<file path="config.mk">
export PLATFORM = sky130hd
export DESIGN_NAME = i2c_strap_target
export DESIGN_NICKNAME = d
export VERILOG_FILES = /design/src/rtl/i2c_strap_pkg.sv /design/src/rtl/i2c_line_sync.sv /design/src/rtl/i2c_strap_addr.sv /design/src/rtl/i2c_strap_target.sv
export SDC_FILE = /design/constraint.sdc
export NUM_CORES = 1
export LEC_CHECK = 0
export ABC_AREA = 1
export BUFFER_PORTS_ARGS = -buffer_cell sky130_fd_sc_hd__buf_4
export CAP_MARGIN = 20
export CORE_MARGIN = 2
export CORE_UTILIZATION = 45
export CTS_CLUSTER_DIAMETER = 30
export DETAILED_ROUTE_END_ITERATION = 8
export SLEW_MARGIN = 20
export SYNTH_ARGS = -nofsm -noshare
export SYNTH_HDL_FRONTEND = slang
export SYNTH_SLANG_ARGS = --single-unit
</file>
<file path="constraint.sdc">
create_clock -name clk -period 1.9 [get_ports clk]
set_clock_uncertainty 0.2 [all_clocks]
set_input_delay 0.095 -clock clk [delete_from_list [all_inputs] [get_ports clk]]
set_output_delay 0.095 -clock clk [all_outputs]
set_load 0.03 [all_outputs]
</file>
<file path="src/rtl/i2c_strap_pkg.sv">
package i2c_strap_pkg;

    localparam int BYTE_W    = 8;
    localparam int BIT_CNT_W = $clog2(BYTE_W);

    typedef enum logic [2:0] {
        ST_IDLE,
        ST_ADDR,
        ST_ADDR_ACK,
        ST_WDATA,
        ST_WDATA_ACK,
        ST_RDATA,
        ST_IGNORE
    } tgt_state_e;

    typedef struct packed {
        tgt_state_e             st;
        logic [BYTE_W-1:0]      sh;
        logic [BIT_CNT_W-1:0]   cnt;
        logic                   rw;
        logic                   oe;
        logic [BYTE_W-1:0]      wdat;
        logic                   stb;
    } tgt_regs_t;

endpackage

</file>
<file path="src/rtl/i2c_line_sync.sv">
module i2c_line_sync #(
    parameter int   STAGES = 2,
    parameter logic IDLE_V = 1'b1
) (
    input  logic clk,
    input  logic rst_n,
    input  logic line_i,
    output logic sync_o,
    output logic prev_o
);
    logic [STAGES-1:0] chain_d, chain_q;
    logic              prev_d, prev_q;

    generate
        if (STAGES == 1) begin : g_single
            always_comb chain_d = line_i;
        end else begin : g_multi
            always_comb chain_d = {chain_q[STAGES-2:0], line_i};
        end
    endgenerate

    always_comb prev_d = chain_q[STAGES-1];

    always_ff @(posedge clk or negedge rst_n) begin
        if (!rst_n) begin
            chain_q <= {STAGES{IDLE_V}};
            prev_q  <= IDLE_V;
        end else begin
            chain_q <= chain_d;
            prev_q  <= prev_d;
        end
    end

    assign sync_o = chain_q[STAGES-1];
    assign prev_o = prev_q;
endmodule

</file>
<file path="src/rtl/i2c_strap_addr.sv">
module i2c_strap_addr #(
    parameter logic [3:0] ADDR_HI = 4'b1001
) (
    input  logic [1:0] strap_a_i,
    input  logic [1:0] strap_b_i,
    output logic [6:0] addr_o
);
    function automatic logic [3:0] level(input logic [1:0] code);
        case (code)
            2'b00:   level = 4'd0;
            2'b01:   level = 4'd1;
            default: level = 4'd2;
        endcase
    endfunction

    logic [3:0] idx_sum;
    logic [2:0] idx_low;

    always_comb begin
        idx_sum = 4'd3 * level(strap_a_i) + level(strap_b_i);
        idx_low = (idx_sum > 4'd7) ? 3'd7 : idx_sum[2:0];
        addr_o  = {ADDR_HI, idx_low};
    end
endmodule

</file>
<file path="src/rtl/i2c_strap_target.sv">
module i2c_strap_target
    import i2c_strap_pkg::*;
#(
    parameter int         SYNC_STAGES = 2,
    parameter logic [3:0] ADDR_HI     = 4'b1001
) (
    input  logic              clk,
    input  logic              rst_n,
    input  logic              scl_i,
    input  logic              sda_i,
    output logic              sda_oe_o,
    input  logic [1:0]        strap_a_i,
    input  logic [1:0]        strap_b_i,
    input  logic [BYTE_W-1:0] status_i,
    output logic [BYTE_W-1:0] wr_data_o,
    output logic              wr_stb_o
);
    localparam logic [BIT_CNT_W-1:0] LAST_BIT = BIT_CNT_W'(BYTE_W - 1);

    logic scl_s, scl_p, sda_s, sda_p;
    logic scl_rise, scl_fall, bus_start, bus_stop;
    logic [6:0] my_addr;
    logic [BYTE_W-1:0] byte_in;
    tgt_regs_t q, d;

    i2c_line_sync #(.STAGES(SYNC_STAGES), .IDLE_V(1'b1)) u_scl_sync (
        .clk(clk), .rst_n(rst_n), .line_i(scl_i), .sync_o(scl_s), .prev_o(scl_p)
    );

    i2c_line_sync #(.STAGES(SYNC_STAGES), .IDLE_V(1'b1)) u_sda_sync (
        .clk(clk), .rst_n(rst_n), .line_i(sda_i), .sync_o(sda_s), .prev_o(sda_p)
    );

    i2c_strap_addr #(.ADDR_HI(ADDR_HI)) u_addr (
        .strap_a_i(strap_a_i), .strap_b_i(strap_b_i), .addr_o(my_addr)
    );

    always_comb begin
        scl_rise  = scl_s & ~scl_p;
        scl_fall  = ~scl_s & scl_p;
        bus_start = scl_s & scl_p & sda_p & ~sda_s;
        bus_stop  = scl_s & scl_p & ~sda_p & sda_s;
        byte_in   = {q.sh[BYTE_W-2:0], sda_s};
    end

    always_comb begin
        d     = q;
        d.stb = 1'b0;
        if (bus_stop) begin
            d.st = ST_IDLE;
            d.oe = 1'b0;
        end else if (bus_start) begin
            d.st  = ST_ADDR;
            d.cnt = '0;
            d.oe  = 1'b0;
        end else begin
            case (q.st)
                ST_ADDR: if (scl_rise) begin
                    d.sh  = byte_in;
                    d.cnt = q.cnt + 1'b1;
                    if (q.cnt == LAST_BIT) begin
                        if (byte_in[7:1] == my_addr) begin
                            d.st = ST_ADDR_ACK;
                            d.rw = byte_in[0];
                            if (byte_in[0]) d.sh = status_i;
                        end else begin
                            d.st = ST_IGNORE;
                        end
                    end
                end
                ST_ADDR_ACK: if (scl_fall) begin
                    if (!q.oe) begin
                        d.oe = 1'b1;
                    end else begin
                        d.cnt = '0;
                        if (q.rw) begin
                            d.st = ST_RDATA;
                            d.oe = ~q.sh[BYTE_W-1];
                        end else begin
                            d.st = ST_WDATA;
                            d.oe = 1'b0;
                        end
                    end
                end
                ST_WDATA: if (scl_rise) begin
                    d.sh  = byte_in;
                    d.cnt = q.cnt + 1'b1;
                    if (q.cnt == LAST_BIT) begin
                        d.wdat = byte_in;
                        d.stb  = 1'b1;
                        d.st   = ST_WDATA_ACK;
                    end
                end
                ST_WDATA_ACK: if (scl_fall) begin
                    if (!q.oe) begin
                        d.oe = 1'b1;
                    end else begin
                        d.oe = 1'b0;
                        d.st = ST_IGNORE;
                    end
                end
                ST_RDATA: if (scl_fall) begin
                    if (q.cnt == LAST_BIT) begin
                        d.oe = 1'b0;
                        d.st = ST_IGNORE;
                    end else begin
                        d.cnt = q.cnt + 1'b1;
                        d.sh  = {q.sh[BYTE_W-2:0], 1'b0};
                        d.oe  = ~q.sh[BYTE_W-2];
                    end
                end
                default: ;
            endcase
        end
    end

    always_ff @(posedge clk or negedge rst_n) begin
        if (!rst_n) begin
            q <= '{st: ST_IDLE, sh: '0, cnt: '0, rw: 1'b0, oe: 1'b0, wdat: '0, stb: 1'b0};
        end else begin
            q <= d;
        end
    end

    assign sda_oe_o  = q.oe;
    assign wr_data_o = q.wdat;
    assign wr_stb_o  = q.stb;

    AST_OE_SCL_LOW: assert property (@(posedge clk) disable iff (!rst_n)
        (sda_oe_o != $past(sda_oe_o)) |-> (!$past(scl_s) || $past(bus_start) || $past(bus_stop)));
    AST_STB_SINGLE: assert property (@(posedge clk) disable iff (!rst_n)
        wr_stb_o |=> !wr_stb_o);
    AST_WDATA_HOLD: assert property (@(posedge clk) disable iff (!rst_n)
        (wr_data_o != $past(wr_data_o)) |-> wr_stb_o);
    AST_IGNORE_QUIET: assert property (@(posedge clk) disable iff (!rst_n)
        (q.st == ST_IGNORE) |-> (!sda_oe_o && !wr_stb_o));
endmodule

</file>
==> results of run 1 <==
## cell families after synthesis
group | after synthesis | share of synthesized area [%]
flops | 31 | 40.4
fa+ha+maj | 6 | 4.26
compound gates | 24 | 7.04
buf+inv | 52 | 12.3
simple gates | 146 | 35.5
mux | 1 | 0.517
## metal layers
| metal | share of wire [%] | GRT usage (%) |
|---|---|---|
| met5 | 0 | 0 |
| met4 | 1.8 | 6.32 |
| met3 | 3.8 | 4.51 |
| met2 | 46 | 31.4 |
| met1 | 48 | 27.9 |
## synth_stat cells, types with 2 or more instances
cell type / number / area share [%]
sky130_fd_sc_hd__nand2_1: 82 / 16
sky130_fd_sc_hd__inv_1: 36 / 7.0
sky130_fd_sc_hd__dfrtp_1: 25 / 32
sky130_fd_sc_hd__nand3_1: 22 / 5.7
sky130_fd_sc_hd__nor2_1: 19 / 3.7
sky130_fd_sc_hd__o21ai_0: 14 / 3.6
sky130_fd_sc_hd__buf_4: 8 / 3.1
sky130_fd_sc_hd__nor2_2: 7 / 2.3
sky130_fd_sc_hd__dfstp_2: 6 / 8.1
sky130_fd_sc_hd__a21oi_1: 5 / 1.3
sky130_fd_sc_hd__ha_1: 5 / 3.2
sky130_fd_sc_hd__nand2_2: 4 / 1.3
sky130_fd_sc_hd__inv_2: 3 / 0.58
sky130_fd_sc_hd__nand4_1: 3 / 0.97
sky130_fd_sc_hd__nand3_4: 2 / 1.8
sky130_fd_sc_hd__nor2_4: 2 / 1.2
sky130_fd_sc_hd__nor3_1: 2 / 0.52
sky130_fd_sc_hd__o21ai_2: 2 / 0.90
## worst reg2reg max path, delay by kind of cell (launching register included)
family	cells	cell delay [ns]
buf+inv	1	0.19
simple gates	7	0.63
fa+ha+maj	2	0.37
flops	1	0.39
## state kept, by name, summed over array words and instances (netlist names)
| signal | count |
|---|---|
| u_sda_sync.chain_q | 2 |
| u_scl_sync.chain_q | 2 |
| byte_in | 7 |
| u_scl_sync.prev_o | 1 |
| q | 8 |
| u_sda_sync.prev_o | 1 |
| wr_stb_o | 1 |
| wr_data_o | 8 |
| sda_oe_o | 1 |
## final timing paths
| kind | start | endpoint | slack [ns] | cells after the start |
|---|---|---|---|---|
| min in group asynchronous | rst_n | wr_data_o[1] | 0.08 | 2 |
| max | strap_a_i[0] | q[24] | -0.16 | 16 |
| min reg2reg | u_sda_sync.chain_q[0] | u_sda_sync.chain_q[1] | 0.16 | 0 |
| max in group asynchronous | rst_n | u_scl_sync.prev_o | 1.09 | 2 |
| min | status_i[7] | q[21] | 0.05 | 7 |
| max reg2reg | q[11] | q[21] | 0.06 | 10 |
## layout make-up
type / instances / area, um^2
tap: 50 / 62.6
timing repair buffer: 54 / 449
clock buffer: 5 / 68.8
multi-input combinational: 177 / 1050
inverter: 41 / 170
clock inverter: 3 / 20.0
fill: 346 / 1450
sequential: 31 / 783
## stage by stage
| step | cell area (um^2) | setup slack [ns] |
|---|---|---|
| after detailed placement | 2220 | -0.608 |
| after global routing | 2600 | -0.263 |
| after floorplan | 1960 | -0.245 |
| final | 2600 | -0.163 |
| after CTS | 2500 | -0.139 |
| after global placement | 2220 | -0.590 |
## power groups by stage
stage               Clock (mW)  Combinational [mW]  Sequential [mW]
CTS                      0.544                1.24            0.925
floorplan                    0               0.835            0.928
global placement             0                1.19            0.936
finish                   0.527                1.33            0.932
global route             0.569                1.51            0.949
detailed placement           0                1.19            0.935
## timing repair
action                     in CTS  in global routing
hold buffers                   10                  0
pin swaps                      14                  7
resized for setup              15                 25
hold endpoints to repair       40                  0
setup endpoints to repair      11                 14
setup buffers                   3                  3
gates cloned                    0                  0
==> flow_summary.html, run 1 <==
<table>
<tr><th>Metric</th><th>Value</th></tr>
<tr><th colspan="2">Power and ir drop</th></tr>
<tr><td>Switch share</td><td>43.0%</td></tr>
<tr><td>Max VDD drop</td><td>0.000537 V</td></tr>
<tr><td>Gate power share</td><td>47.7%</td></tr>
<tr><td>Pleak</td><td>1.31 nW</td></tr>
<tr><td>Reported net switching power</td><td>1.20 mW</td></tr>
<tr><td>Overall power consumption</td><td>2.79 mW</td></tr>
<tr><td>PwrDens</td><td>1070 nW/um^2</td></tr>
<tr><td>Clock power share</td><td>18.9%</td></tr>
<tr><td>Internal power consumption</td><td>1.59 mW</td></tr>
<tr><td>Portion of total power attributed to sequential cells</td><td>33.4%</td></tr>
<tr><th colspan="2">Cells and area</th></tr>
<tr><td>Area Overhead vs Synth</td><td>34.4%</td></tr>
<tr><td>Final cell count without fillers</td><td>361</td></tr>
<tr><td>Most common cell after layout, fill and taps aside</td><td>sky130_fd_sc_hd__nand2_1</td></tr>
<tr><td>Antenna diode count</td><td>0</td></tr>
<tr><td>Fraction of layout cells with a size suffix above 1</td><td>37.0%</td></tr>
<tr><td>Most used cells in the layout excluding fill and tap cells</td><td>sky130_fd_sc_hd__nand2_1, sky130_fd_sc_hd__buf_4, sky130_fd_sc_hd__inv_1, sky130_fd_sc_hd__dfrtp_1</td></tr>
<tr><td>Fin util</td><td>64.2%</td></tr>
<tr><td>Post-layout nets</td><td>332</td></tr>
<tr><th colspan="2">Run status</th></tr>
<tr><td>Run status</td><td>complete, but fails checks</td></tr>
<tr><td>Violated checks</td><td>setup timing</td></tr>
<tr><th colspan="2">Timing</th></tr>
<tr><td>Final Hold Vio Count</td><td>0</td></tr>
<tr><td>WHS</td><td>0.0511 ns</td></tr>
<tr><td>Finish-stage setup viols</td><td>10</td></tr>
<tr><td>Setup tns final</td><td>-0.901 ns</td></tr>
<tr><td>Setup slack after layout</td><td>-0.163 ns</td></tr>
<tr><td>Relative slew slack</td><td>73.1%</td></tr>
<tr><td>Period utilization</td><td>109%</td></tr>
<tr><td>Setup repair after global routing missed its margin</td><td>yes</td></tr>
<tr><td>Transition at the pin with the smallest max-transition slack</td><td>0.398 ns</td></tr>
<tr><td>Final critical-path required period</td><td>2.06 ns</td></tr>
<tr><td>Fmax achieved</td><td>0.485 GHz</td></tr>
<tr><td>Max-slew violation count</td><td>0</td></tr>
<tr><th colspan="2">Clocking</th></tr>
<tr><td>Bufs on Longest Clock Path</td><td>2</td></tr>
<tr><td>Clock input transition at the sequential cells of the worst setup and hold paths</td><td>0.07 ns</td></tr>
<tr><td>Number of CTS-inserted buffers</td><td>5</td></tr>
<tr><td>Depth of the CTS H-tree</td><td>2</td></tr>
<tr><td>CTS Root Buffer Type</td><td>sky130_fd_sc_hd__clkbuf_8</td></tr>
<tr><td>Clock insertion delay at the later pin of the skew report</td><td>0.29 ns</td></tr>
<tr><td>Clock Sink Count</td><td>31</td></tr>
<tr><td>TritonCTS clock tree</td><td>done</td></tr>
<tr><th colspan="2">Detailed routing</th></tr>
<tr><td>Antenna violation net count after detailed routing</td><td>0</td></tr>
<tr><td>Vias per inst</td><td>4.93</td></tr>
<tr><td>Routed Wire Length</td><td>4620 um</td></tr>
<tr><td>Mean routed wirelength per cell</td><td>12.8 um</td></tr>
<tr><td>DRC violation count after routing</td><td>0</td></tr>
<tr><td>Detailed router's first-iteration violation count</td><td>136</td></tr>
<tr><td>Vias after detailed routing</td><td>1,778</td></tr>
<tr><td>Pre-Repair DR Iteration Count</td><td>4</td></tr>
<tr><th colspan="2">Setup path</th></tr>
<tr><td>Peak per-stage delay on the critical path</td><td>0.54 ns</td></tr>
<tr><td>Critical-path cell list</td><td>buf_6 -&gt; inv_4 -&gt; nand2_4 -&gt; ha_4 -&gt; ha_4 -&gt; inv_2 -&gt; fa_2 -&gt; a21oi_2 -&gt; inv_1 -&gt; nand2_1 -&gt; nor2_2 -&gt; nand2_2 -&gt; a21oi_1 -&gt; nor2_1 -&gt; nand2_1 -&gt; nand2_1</td></tr>
<tr><td>Buffer and inverter count on the worst path</td><td>4</td></tr>
<tr><td>Element type at the critical path start</td><td>input port</td></tr>
<tr><td>Required time of the critical path</td><td>1.88 ns</td></tr>
<tr><td>Cell family contributing the most delay on the critical path</td><td>adder cells</td></tr>
<tr><td>Crit Path Category</td><td>input port to flip-flop</td></tr>
<tr><td>CP arrival</td><td>2.05 ns</td></tr>
<tr><td>Worst-path maximum fanout</td><td>2</td></tr>
<tr><td>Critical-path top delay cell</td><td>sky130_fd_sc_hd__fa_2</td></tr>
<tr><td>CP endpoint kind</td><td>flip-flop</td></tr>
<tr><td>Most frequent cell on the critical path</td><td>sky130_fd_sc_hd__nand2_1</td></tr>
<tr><th colspan="2">GRT</th></tr>
<tr><td>Antenna violations before repair</td><td>0</td></tr>
<tr><td>Largest net degree at the start of global routing</td><td>32</td></tr>
<tr><td>GRT Overall Usage</td><td>20.2%</td></tr>
<tr><td>Global-route wire length before repair</td><td>7800 um</td></tr>
<tr><td>Remaining global-route overflow</td><td>0</td></tr>
<tr><td>Vias in the first global route</td><td>1,665</td></tr>
<tr><th colspan="2">Floorplanning</th></tr>
<tr><td>Chip width</td><td>69.6 um</td></tr>
<tr><td>Total die area</td><td>4840 um^2</td></tr>
<tr><td>Core outline area</td><td>4060 um^2</td></tr>
<tr><td>Die Span Y</td><td>69.6 um</td></tr>
<tr><td>Number of primary I/O pins</td><td>26</td></tr>
<tr><td>Initial cell density of the core</td><td>47.7%</td></tr>
<tr><td>Site Rows</td><td>23</td></tr>
<tr><th colspan="2">Synthesis</th></tr>
<tr><td>Synthesis warning total</td><td>0</td></tr>
<tr><td>Sequential element share of the synthesized area</td><td>40.4%</td></tr>
<tr><td>Count of flip-flops with a built-in enable after synthesis</td><td>0</td></tr>
<tr><td>Number of synthesized register bits</td><td>31</td></tr>
<tr><td>Post-synthesis area per instance</td><td>7.45 um^2</td></tr>
<tr><td>Share of flip-flops with an asynchronous set or reset</td><td>100%</td></tr>
<tr><td>Mapped Nets</td><td>282</td></tr>
<tr><td>Number of distinct library cells after synthesis</td><td>31</td></tr>
<tr><td>Post-synth top flop</td><td>sky130_fd_sc_hd__dfrtp_1</td></tr>
<tr><td>Syn Inst Count</td><td>260</td></tr>
<tr><td>Post-synthesis instance area</td><td>1940 um^2</td></tr>
<tr><th colspan="2">Placement</th></tr>
<tr><td>Weighted congestion at the end of routability-driven global placement</td><td>0.880</td></tr>
<tr><td>Post-Place Cells</td><td>337</td></tr>
<tr><td>IO Port Bufs</td><td>25</td></tr>
<tr><td>Sum of net half-perimeters after detailed placement</td><td>3270 um</td></tr>
<tr><th colspan="2">Worst hold path</th></tr>
<tr><td>Hold Crit Class</td><td>input port to flip-flop</td></tr>
<tr><th colspan="2">Run</th></tr>
<tr><td>Max-cap viol count</td><td>0</td></tr>
</table>
No activity file was read; power rests on OpenSTA's default activity.
==> run 2: changes to the inputs <==
--- a/config.mk
+++ b/config.mk
@@ -10,2 +10,3 @@
 export CAP_MARGIN = 20
+export CORE_ASPECT_RATIO = 1.1
 export CORE_MARGIN = 2
@@ -14,2 +15,3 @@
 export DETAILED_ROUTE_END_ITERATION = 8
+export RECOVER_POWER = 50
 export SLEW_MARGIN = 20
--- a/constraint.sdc
+++ b/constraint.sdc
@@ -4,2 +4,2 @@
 set_output_delay 0.095 -clock clk [all_outputs]
-set_load 0.03 [all_outputs]
+set_load 0.02 [all_outputs]
==> flow_summary.html, run 2 (synthesized netlist as in run 1, its figures left out) <==
<table>
<tr><th>Metric</th><th>Value</th></tr>
<tr><th colspan="2">Clocking</th></tr>
<tr><td>Clock Sink Count</td><td>31</td></tr>
<tr><td>CTS Root Buffer Type</td><td>sky130_fd_sc_hd__clkbuf_8</td></tr>
<tr><td>Number of CTS-inserted buffers</td><td>5</td></tr>
<tr><td>Clock insertion delay at the later pin of the skew report</td><td>0.29 ns</td></tr>
<tr><td>TritonCTS clock tree</td><td>done</td></tr>
<tr><td>Depth of the CTS H-tree</td><td>2</td></tr>
<tr><td>Bufs on Longest Clock Path</td><td>2</td></tr>
<tr><td>Clock input transition at the sequential cells of the worst setup and hold paths</td><td>0.07 ns</td></tr>
<tr><th colspan="2">Placement</th></tr>
<tr><td>IO Port Bufs</td><td>25</td></tr>
<tr><td>Sum of net half-perimeters after detailed placement</td><td>3200 um</td></tr>
<tr><td>Post-Place Cells</td><td>342</td></tr>
<tr><td>Weighted congestion at the end of routability-driven global placement</td><td>0.866</td></tr>
<tr><td>Cell Area, Placed</td><td>2250 um^2</td></tr>
<tr><th colspan="2">Power and ir drop</th></tr>
<tr><td>Gate power share</td><td>43.0%</td></tr>
<tr><td>Portion of total power attributed to sequential cells</td><td>30.6%</td></tr>
<tr><td>Pleak</td><td>1.34 nW</td></tr>
<tr><td>Reported net switching power</td><td>1.14 mW</td></tr>
<tr><td>PwrDens</td><td>1140 nW/um^2</td></tr>
<tr><td>Clock power share</td><td>26.4%</td></tr>
<tr><td>Internal power consumption</td><td>1.83 mW</td></tr>
<tr><td>Switch share</td><td>38.5%</td></tr>
<tr><td>Overall power consumption</td><td>2.98 mW</td></tr>
<tr><td>Max VDD drop</td><td>0.000575 V</td></tr>
<tr><th colspan="2">Setup path</th></tr>
<tr><td>Required time of the critical path</td><td>1.93 ns</td></tr>
<tr><td>CP endpoint kind</td><td>flip-flop</td></tr>
<tr><td>Critical-path cell list</td><td>buf_6 -&gt; inv_4 -&gt; nand2_4 -&gt; ha_4 -&gt; ha_4 -&gt; inv_2 -&gt; fa_2 -&gt; a21oi_2 -&gt; nor2_2 -&gt; nand3_2 -&gt; nor2_4 -&gt; nand2_2 -&gt; nand2_1 -&gt; nand3_1 -&gt; nand2_1</td></tr>
<tr><td>Peak per-stage delay on the critical path</td><td>0.54 ns</td></tr>
<tr><td>Element type at the critical path start</td><td>input port</td></tr>
<tr><td>CP arrival</td><td>2.01 ns</td></tr>
<tr><td>Critical-path top delay cell</td><td>sky130_fd_sc_hd__fa_2</td></tr>
<tr><td>Crit Path Category</td><td>input port to flip-flop</td></tr>
<tr><td>Worst-path maximum fanout</td><td>4</td></tr>
<tr><th colspan="2">Floorplanning</th></tr>
<tr><td>Initial cell density of the core</td><td>45.9%</td></tr>
<tr><td>Number of primary I/O pins</td><td>26</td></tr>
<tr><td>Site Rows</td><td>25</td></tr>
<tr><td>Die Span Y</td><td>72.8 um</td></tr>
<tr><td>Chip width</td><td>66.6 um</td></tr>
<tr><td>Core outline area</td><td>4220 um^2</td></tr>
<tr><td>Total die area</td><td>4850 um^2</td></tr>
<tr><th colspan="2">Cells and area</th></tr>
<tr><td>Fraction of layout cells with a size suffix above 1</td><td>33.0%</td></tr>
<tr><td>Fin util</td><td>61.7%</td></tr>
<tr><td>Final cell count without fillers</td><td>363</td></tr>
<tr><td>Most used cells in the layout excluding fill and tap cells</td><td>sky130_fd_sc_hd__nand2_1, sky130_fd_sc_hd__buf_4, sky130_fd_sc_hd__inv_1, sky130_fd_sc_hd__dfrtp_1, sky130_fd_sc_hd__nand3_1</td></tr>
<tr><td>Number of filler instances in the final layout</td><td>402</td></tr>
<tr><td>Area Overhead vs Synth</td><td>34.6%</td></tr>
<tr><td>Post-layout nets</td><td>330</td></tr>
<tr><td>Most common cell after layout, fill and taps aside</td><td>sky130_fd_sc_hd__nand2_1</td></tr>
<tr><td>Antenna diode count</td><td>0</td></tr>
<tr><td>Cell area after layout</td><td>2610 um^2</td></tr>
<tr><th colspan="2">Detailed routing</th></tr>
<tr><td>Antenna violation net count after detailed routing</td><td>0</td></tr>
<tr><td>Pre-Repair DR Iteration Count</td><td>4</td></tr>
<tr><td>Mean routed wirelength per cell</td><td>11.5 um</td></tr>
<tr><td>Detailed router's first-iteration violation count</td><td>147</td></tr>
<tr><td>DRC violation count after routing</td><td>0</td></tr>
<tr><td>Routed Wire Length</td><td>4170 um</td></tr>
<tr><td>Vias after detailed routing</td><td>1,733</td></tr>
<tr><td>Vias per inst</td><td>4.77</td></tr>
<tr><th colspan="2">Timing</th></tr>
<tr><td>Relative slew slack</td><td>47.8%</td></tr>
<tr><td>Period utilization</td><td>104%</td></tr>
<tr><td>Final critical-path required period</td><td>1.98 ns</td></tr>
<tr><td>Fmax achieved</td><td>0.506 GHz</td></tr>
<tr><td>Max-slew violation count</td><td>0</td></tr>
<tr><td>Setup slack after layout</td><td>-0.0775 ns</td></tr>
<tr><td>Final Hold Vio Count</td><td>0</td></tr>
<tr><td>Setup repair after global routing missed its margin</td><td>yes</td></tr>
<tr><td>Finish-stage setup viols</td><td>10</td></tr>
<tr><td>Transition at the pin with the smallest max-transition slack</td><td>0.783 ns</td></tr>
<tr><th colspan="2">GRT</th></tr>
<tr><td>Remaining global-route overflow</td><td>0</td></tr>
<tr><td>Antenna violations before repair</td><td>0</td></tr>
<tr><td>Vias in the first global route</td><td>1,594</td></tr>
<tr><td>Global-route wire length before repair</td><td>7190 um</td></tr>
<tr><td>GRT Overall Usage</td><td>19.8%</td></tr>
<tr><td>Largest net degree at the start of global routing</td><td>32</td></tr>
<tr><th colspan="2">Run</th></tr>
<tr><td>Max-cap viol count</td><td>0</td></tr>
<tr><th colspan="2">Worst hold path</th></tr>
<tr><td>Hold Crit Class</td><td>input port to flip-flop</td></tr>
<tr><th colspan="2">Run status</th></tr>
<tr><td>Run status</td><td>complete, but fails checks</td></tr>
<tr><td>Violated checks</td><td>setup timing</td></tr>
</table>
-- run 2: power by group through the flow --
stage	registers, mW	clock network [mW]	logic (mW)
final	0.911	0.786	1.28
after global routing	0.931	0.828	1.45
after CTS	0.911	0.796	1.24
after detailed placement	0.922	0	1.19
after global placement	0.919	0	1.18
after floorplan	0.919	0	0.835
-- run 2: worst max-delay path: cells and delay by family --
kind | cells | cell delay, ns
and+or+nand+nor | 8 | 0.75
buffers and inverters | 3 | 0.18
adders and majority gates | 3 | 0.92
AOI/OAI and AO/OA | 1 | 0.07
-- run 2: worst paths after layout --
path / startpoint / to / slack [ns] / depth (start not counted)
setup / recovery: strap_a_i[0] / byte_in[3] / -0.08 / 15
hold / removal: status_i[7] / q[21] / 0.07 / 7
setup reg to reg: u_scl_sync.chain_q[1] / byte_in[7] / -0.02 / 8
hold reg to reg: u_sda_sync.chain_q[0] / u_sda_sync.chain_q[1] / 0.16 / 0
max in group asynchronous: rst_n / q[11] / 0.78 / 2
min in group asynchronous: rst_n / wr_data_o[7] / 0.23 / 2
-- run 2: cell type report --
type	count	area, um^2	share of cell area [%]
Multi-Input combinational cell	177	1010	38.8
Sequential cell	31	783	30.1
Timing Repair Buffer	52	437	16.8
Inverter	41	170	6.53
Clock buffer	5	68.8	2.64
Clock inverter	3	67.6	2.59
Tap cell	54	67.6	2.59
-- run 2: stage by stage --
step / hold WS [ns] / worst slack (ns) / setup TNS [ns]
after floorplan: -0.401 / -0.245 / -1.80
after global placement: -0.143 / -0.590 / -4.84
after detailed placement: -0.147 / -0.613 / -5.04
after CTS: 0.0656 / -0.151 / -0.874
after global routing: 0.0938 / -0.193 / -1.98
final: 0.0675 / -0.0775 / -0.476
-- run 2: per-layer routing --
layer  vias up  wire length [um]  GRT usage [%]
met2        46              1890           30.2
met3         5               183           3.70
met1       779              2040           27.9
li1        903                 -              -
met5         -                 0              0
met4         0                57           7.48
-- run 2: what timing repair did --
item | 4_1_cts | 5_1_grt
pin swaps | 18 | 6
resized for setup | 14 | 13
hold buffers | 10 | 0
endpoints found under the setup margin | 10 | 23
setup buffers | 2 | 1
endpoints found under the hold margin | 40 | 0
==> run 3: changes to the inputs <==
Settings changed: RECOVER_POWER 50 to not set.
==> flow_summary.html, run 3 (synthesized netlist as in run 1, its figures left out) <==
<table>
<tr><th>Metric</th><th>Value</th></tr>
<tr><th colspan="2">Cells and area</th></tr>
<tr><td>Most used cells in the layout excluding fill and tap cells</td><td>sky130_fd_sc_hd__nand2_1, sky130_fd_sc_hd__buf_4, sky130_fd_sc_hd__inv_1, sky130_fd_sc_hd__dfrtp_1, sky130_fd_sc_hd__nand3_1</td></tr>
<tr><td>Antenna diode count</td><td>0</td></tr>
<tr><td>Fraction of layout cells with a size suffix above 1</td><td>33.3%</td></tr>
<tr><td>Most common cell after layout, fill and taps aside</td><td>sky130_fd_sc_hd__nand2_1</td></tr>
<tr><td>Area Overhead vs Synth</td><td>34.7%</td></tr>
<tr><td>Post-layout nets</td><td>330</td></tr>
<tr><td>Fin util</td><td>61.8%</td></tr>
<tr><td>Cell area after layout</td><td>2610 um^2</td></tr>
<tr><th colspan="2">GRT</th></tr>
<tr><td>GRT Overall Usage</td><td>19.8%</td></tr>
<tr><td>Global-route wire length before repair</td><td>7190 um</td></tr>
<tr><td>Remaining global-route overflow</td><td>0</td></tr>
<tr><td>Antenna violations before repair</td><td>0</td></tr>
<tr><td>Largest net degree at the start of global routing</td><td>32</td></tr>
<tr><td>Vias in the first global route</td><td>1,594</td></tr>
<tr><th colspan="2">Setup path</th></tr>
<tr><td>Critical R2R Capture</td><td>byte_in[7]</td></tr>
<tr><td>Peak per-stage delay on the critical path</td><td>0.54 ns</td></tr>
<tr><td>Worst-path maximum fanout</td><td>4</td></tr>
<tr><td>Worst r2r src</td><td>q[11]</td></tr>
<tr><td>Crit path to</td><td>byte_in[3]</td></tr>
<tr><td>CP endpoint kind</td><td>flip-flop</td></tr>
<tr><td>R2R setup slack</td><td>0.01 ns</td></tr>
<tr><td>CP arrival</td><td>2.01 ns</td></tr>
<tr><td>Required time of the critical path</td><td>1.93 ns</td></tr>
<tr><td>Crit Path Category</td><td>input port to flip-flop</td></tr>
<tr><td>Worst reg-to-reg path cell count</td><td>9</td></tr>
<tr><td>Critical-path top delay cell</td><td>sky130_fd_sc_hd__fa_2</td></tr>
<tr><td>Critical-path cell list</td><td>buf_6 -&gt; inv_4 -&gt; nand2_4 -&gt; ha_4 -&gt; ha_4 -&gt; inv_2 -&gt; fa_2 -&gt; a21oi_2 -&gt; nor2_2 -&gt; nand3_2 -&gt; nor2_4 -&gt; nand2_2 -&gt; nand2_1 -&gt; nand3_1 -&gt; nand2_1</td></tr>
<tr><td>Element type at the critical path start</td><td>input port</td></tr>
<tr><td>Worst Setup SP</td><td>strap_a_i[0]</td></tr>
<tr><th colspan="2">Clocking</th></tr>
<tr><td>Bufs on Longest Clock Path</td><td>2</td></tr>
<tr><td>Clock insertion delay at the later pin of the skew report</td><td>0.29 ns</td></tr>
<tr><td>CTS Root Buffer Type</td><td>sky130_fd_sc_hd__clkbuf_8</td></tr>
<tr><td>Clock Sink Count</td><td>31</td></tr>
<tr><td>TritonCTS clock tree</td><td>done</td></tr>
<tr><td>Clock input transition at the sequential cells of the worst setup and hold paths</td><td>0.07 ns</td></tr>
<tr><td>Depth of the CTS H-tree</td><td>2</td></tr>
<tr><td>Number of CTS-inserted buffers</td><td>5</td></tr>
<tr><th colspan="2">Floorplanning</th></tr>
<tr><td>Initial cell density of the core</td><td>45.9%</td></tr>
<tr><td>Chip width</td><td>66.6 um</td></tr>
<tr><td>Core outline area</td><td>4220 um^2</td></tr>
<tr><td>Site Rows</td><td>25</td></tr>
<tr><td>Die Span Y</td><td>72.8 um</td></tr>
<tr><td>Total die area</td><td>4850 um^2</td></tr>
<tr><td>Number of primary I/O pins</td><td>26</td></tr>
<tr><th colspan="2">Power and ir drop</th></tr>
<tr><td>Overall power consumption</td><td>2.98 mW</td></tr>
<tr><td>PwrDens</td><td>1140 nW/um^2</td></tr>
<tr><td>Max VDD drop</td><td>0.000575 V</td></tr>
<tr><td>Pleak</td><td>1.34 nW</td></tr>
<tr><th colspan="2">Run status</th></tr>
<tr><td>Run status</td><td>complete, but fails checks</td></tr>
<tr><td>Violated checks</td><td>setup timing</td></tr>
<tr><th colspan="2">Placement</th></tr>
<tr><td>IO Port Bufs</td><td>25</td></tr>
<tr><td>Sum of net half-perimeters after detailed placement</td><td>3200 um</td></tr>
<tr><td>Weighted congestion at the end of routability-driven global placement</td><td>0.866</td></tr>
<tr><td>Cell Area, Placed</td><td>2250 um^2</td></tr>
<tr><th colspan="2">Detailed routing</th></tr>
<tr><td>Mean routed wirelength per cell</td><td>11.5 um</td></tr>
<tr><td>Antenna violation net count after detailed routing</td><td>0</td></tr>
<tr><td>Vias per inst</td><td>4.77</td></tr>
<tr><td>Pre-Repair DR Iteration Count</td><td>4</td></tr>
<tr><td>DRC violation count after routing</td><td>0</td></tr>
<tr><td>Vias after detailed routing</td><td>1,731</td></tr>
<tr><td>Detailed router's first-iteration violation count</td><td>147</td></tr>
<tr><td>Routed Wire Length</td><td>4180 um</td></tr>
<tr><th colspan="2">Timing</th></tr>
<tr><td>Final critical-path required period</td><td>1.98 ns</td></tr>
<tr><td>WHS</td><td>0.0675 ns</td></tr>
<tr><td>Setup repair after global routing missed its margin</td><td>yes</td></tr>
<tr><td>Finish-stage setup viols</td><td>10</td></tr>
<tr><td>Final Hold Vio Count</td><td>0</td></tr>
<tr><td>Fmax achieved</td><td>0.506 GHz</td></tr>
<tr><td>Relative slew slack</td><td>73.0%</td></tr>
<tr><td>Max-slew violation count</td><td>0</td></tr>
<tr><td>Period utilization</td><td>104%</td></tr>
<tr><td>Setup slack after layout</td><td>-0.0775 ns</td></tr>
<tr><td>Transition at the pin with the smallest max-transition slack</td><td>0.405 ns</td></tr>
<tr><th colspan="2">Worst hold path</th></tr>
<tr><td>Hold Crit Class</td><td>input port to flip-flop</td></tr>
<tr><th colspan="2">Run</th></tr>
<tr><td>Max-cap viol count</td><td>0</td></tr>
</table>
run 3: how the worst min path moves through the flow:
stage	startpoint	endpoint	cells after the start
detailed placement	rst_n	wr_data_o[6]	1
floorplan	rst_n	byte_in[1]	0
global route	status_i[7]	q[21]	7
CTS	status_i[7]	q[21]	7
global placement	rst_n	wr_data_o[1]	1
finish	status_i[7]	q[21]	7
run 3: cell type report:
class / count / area, um^2
Fill cell: 402 / 1610
Multi-Input combinational cell: 177 / 1010
Sequential cell: 31 / 783
Timing Repair Buffer: 52 / 439
Inverter: 41 / 170
Clock buffer: 5 / 68.8
Clock inverter: 3 / 67.6
Tap cell: 54 / 67.6
run 3: critical path, delay by kind of cell:
family | cells | cell delay, ns
AO/OA/AOI/OAI | 1 | 0.07
adder cells (fa/ha/maj) | 3 | 0.92
buffers and inverters | 3 | 0.18
AND/OR/NAND/NOR | 8 | 0.75
run 3: timing repair:
item / in CTS / in global routing
endpoints found under the hold margin: 40 / 0
cloned: 0 / 0
resized for setup: 14 / 13
hold buffers: 10 / 0
endpoints found under the setup margin: 10 / 23
setup buffers: 2 / 1
pin swaps: 18 / 6
run 3: routing by layer:
layer	routed length [um]	share of wire (%)	global-route usage (%)
met1	2040	49	27.9
met2	1890	45	30.2
met3	183	4.4	3.70
met4	57	1.4	7.48
met5	0	0	0
run 3: report_power, final:
| part | internal, mW | leakage [nW] | switching (mW) |
|---|---|---|---|
| registers | 0.804 | 0.396 | 0.108 |
| logic | 0.507 | 0.881 | 0.774 |
| clock network | 0.523 | 0.0644 | 0.263 |
| total | 1.83 | 1.34 | 1.14 |
run 3: metrics by stage:
step	cells	worst slack, ns	TNS [ns]
3_5_place_dp	342	-0.613	-5.04
6_report	363	-0.0775	-0.476
4_1_cts	362	-0.151	-0.874
2_1_floorplan	260	-0.245	-1.80
5_1_grt	363	-0.193	-1.72
3_3_place_gp	342	-0.590	-4.84
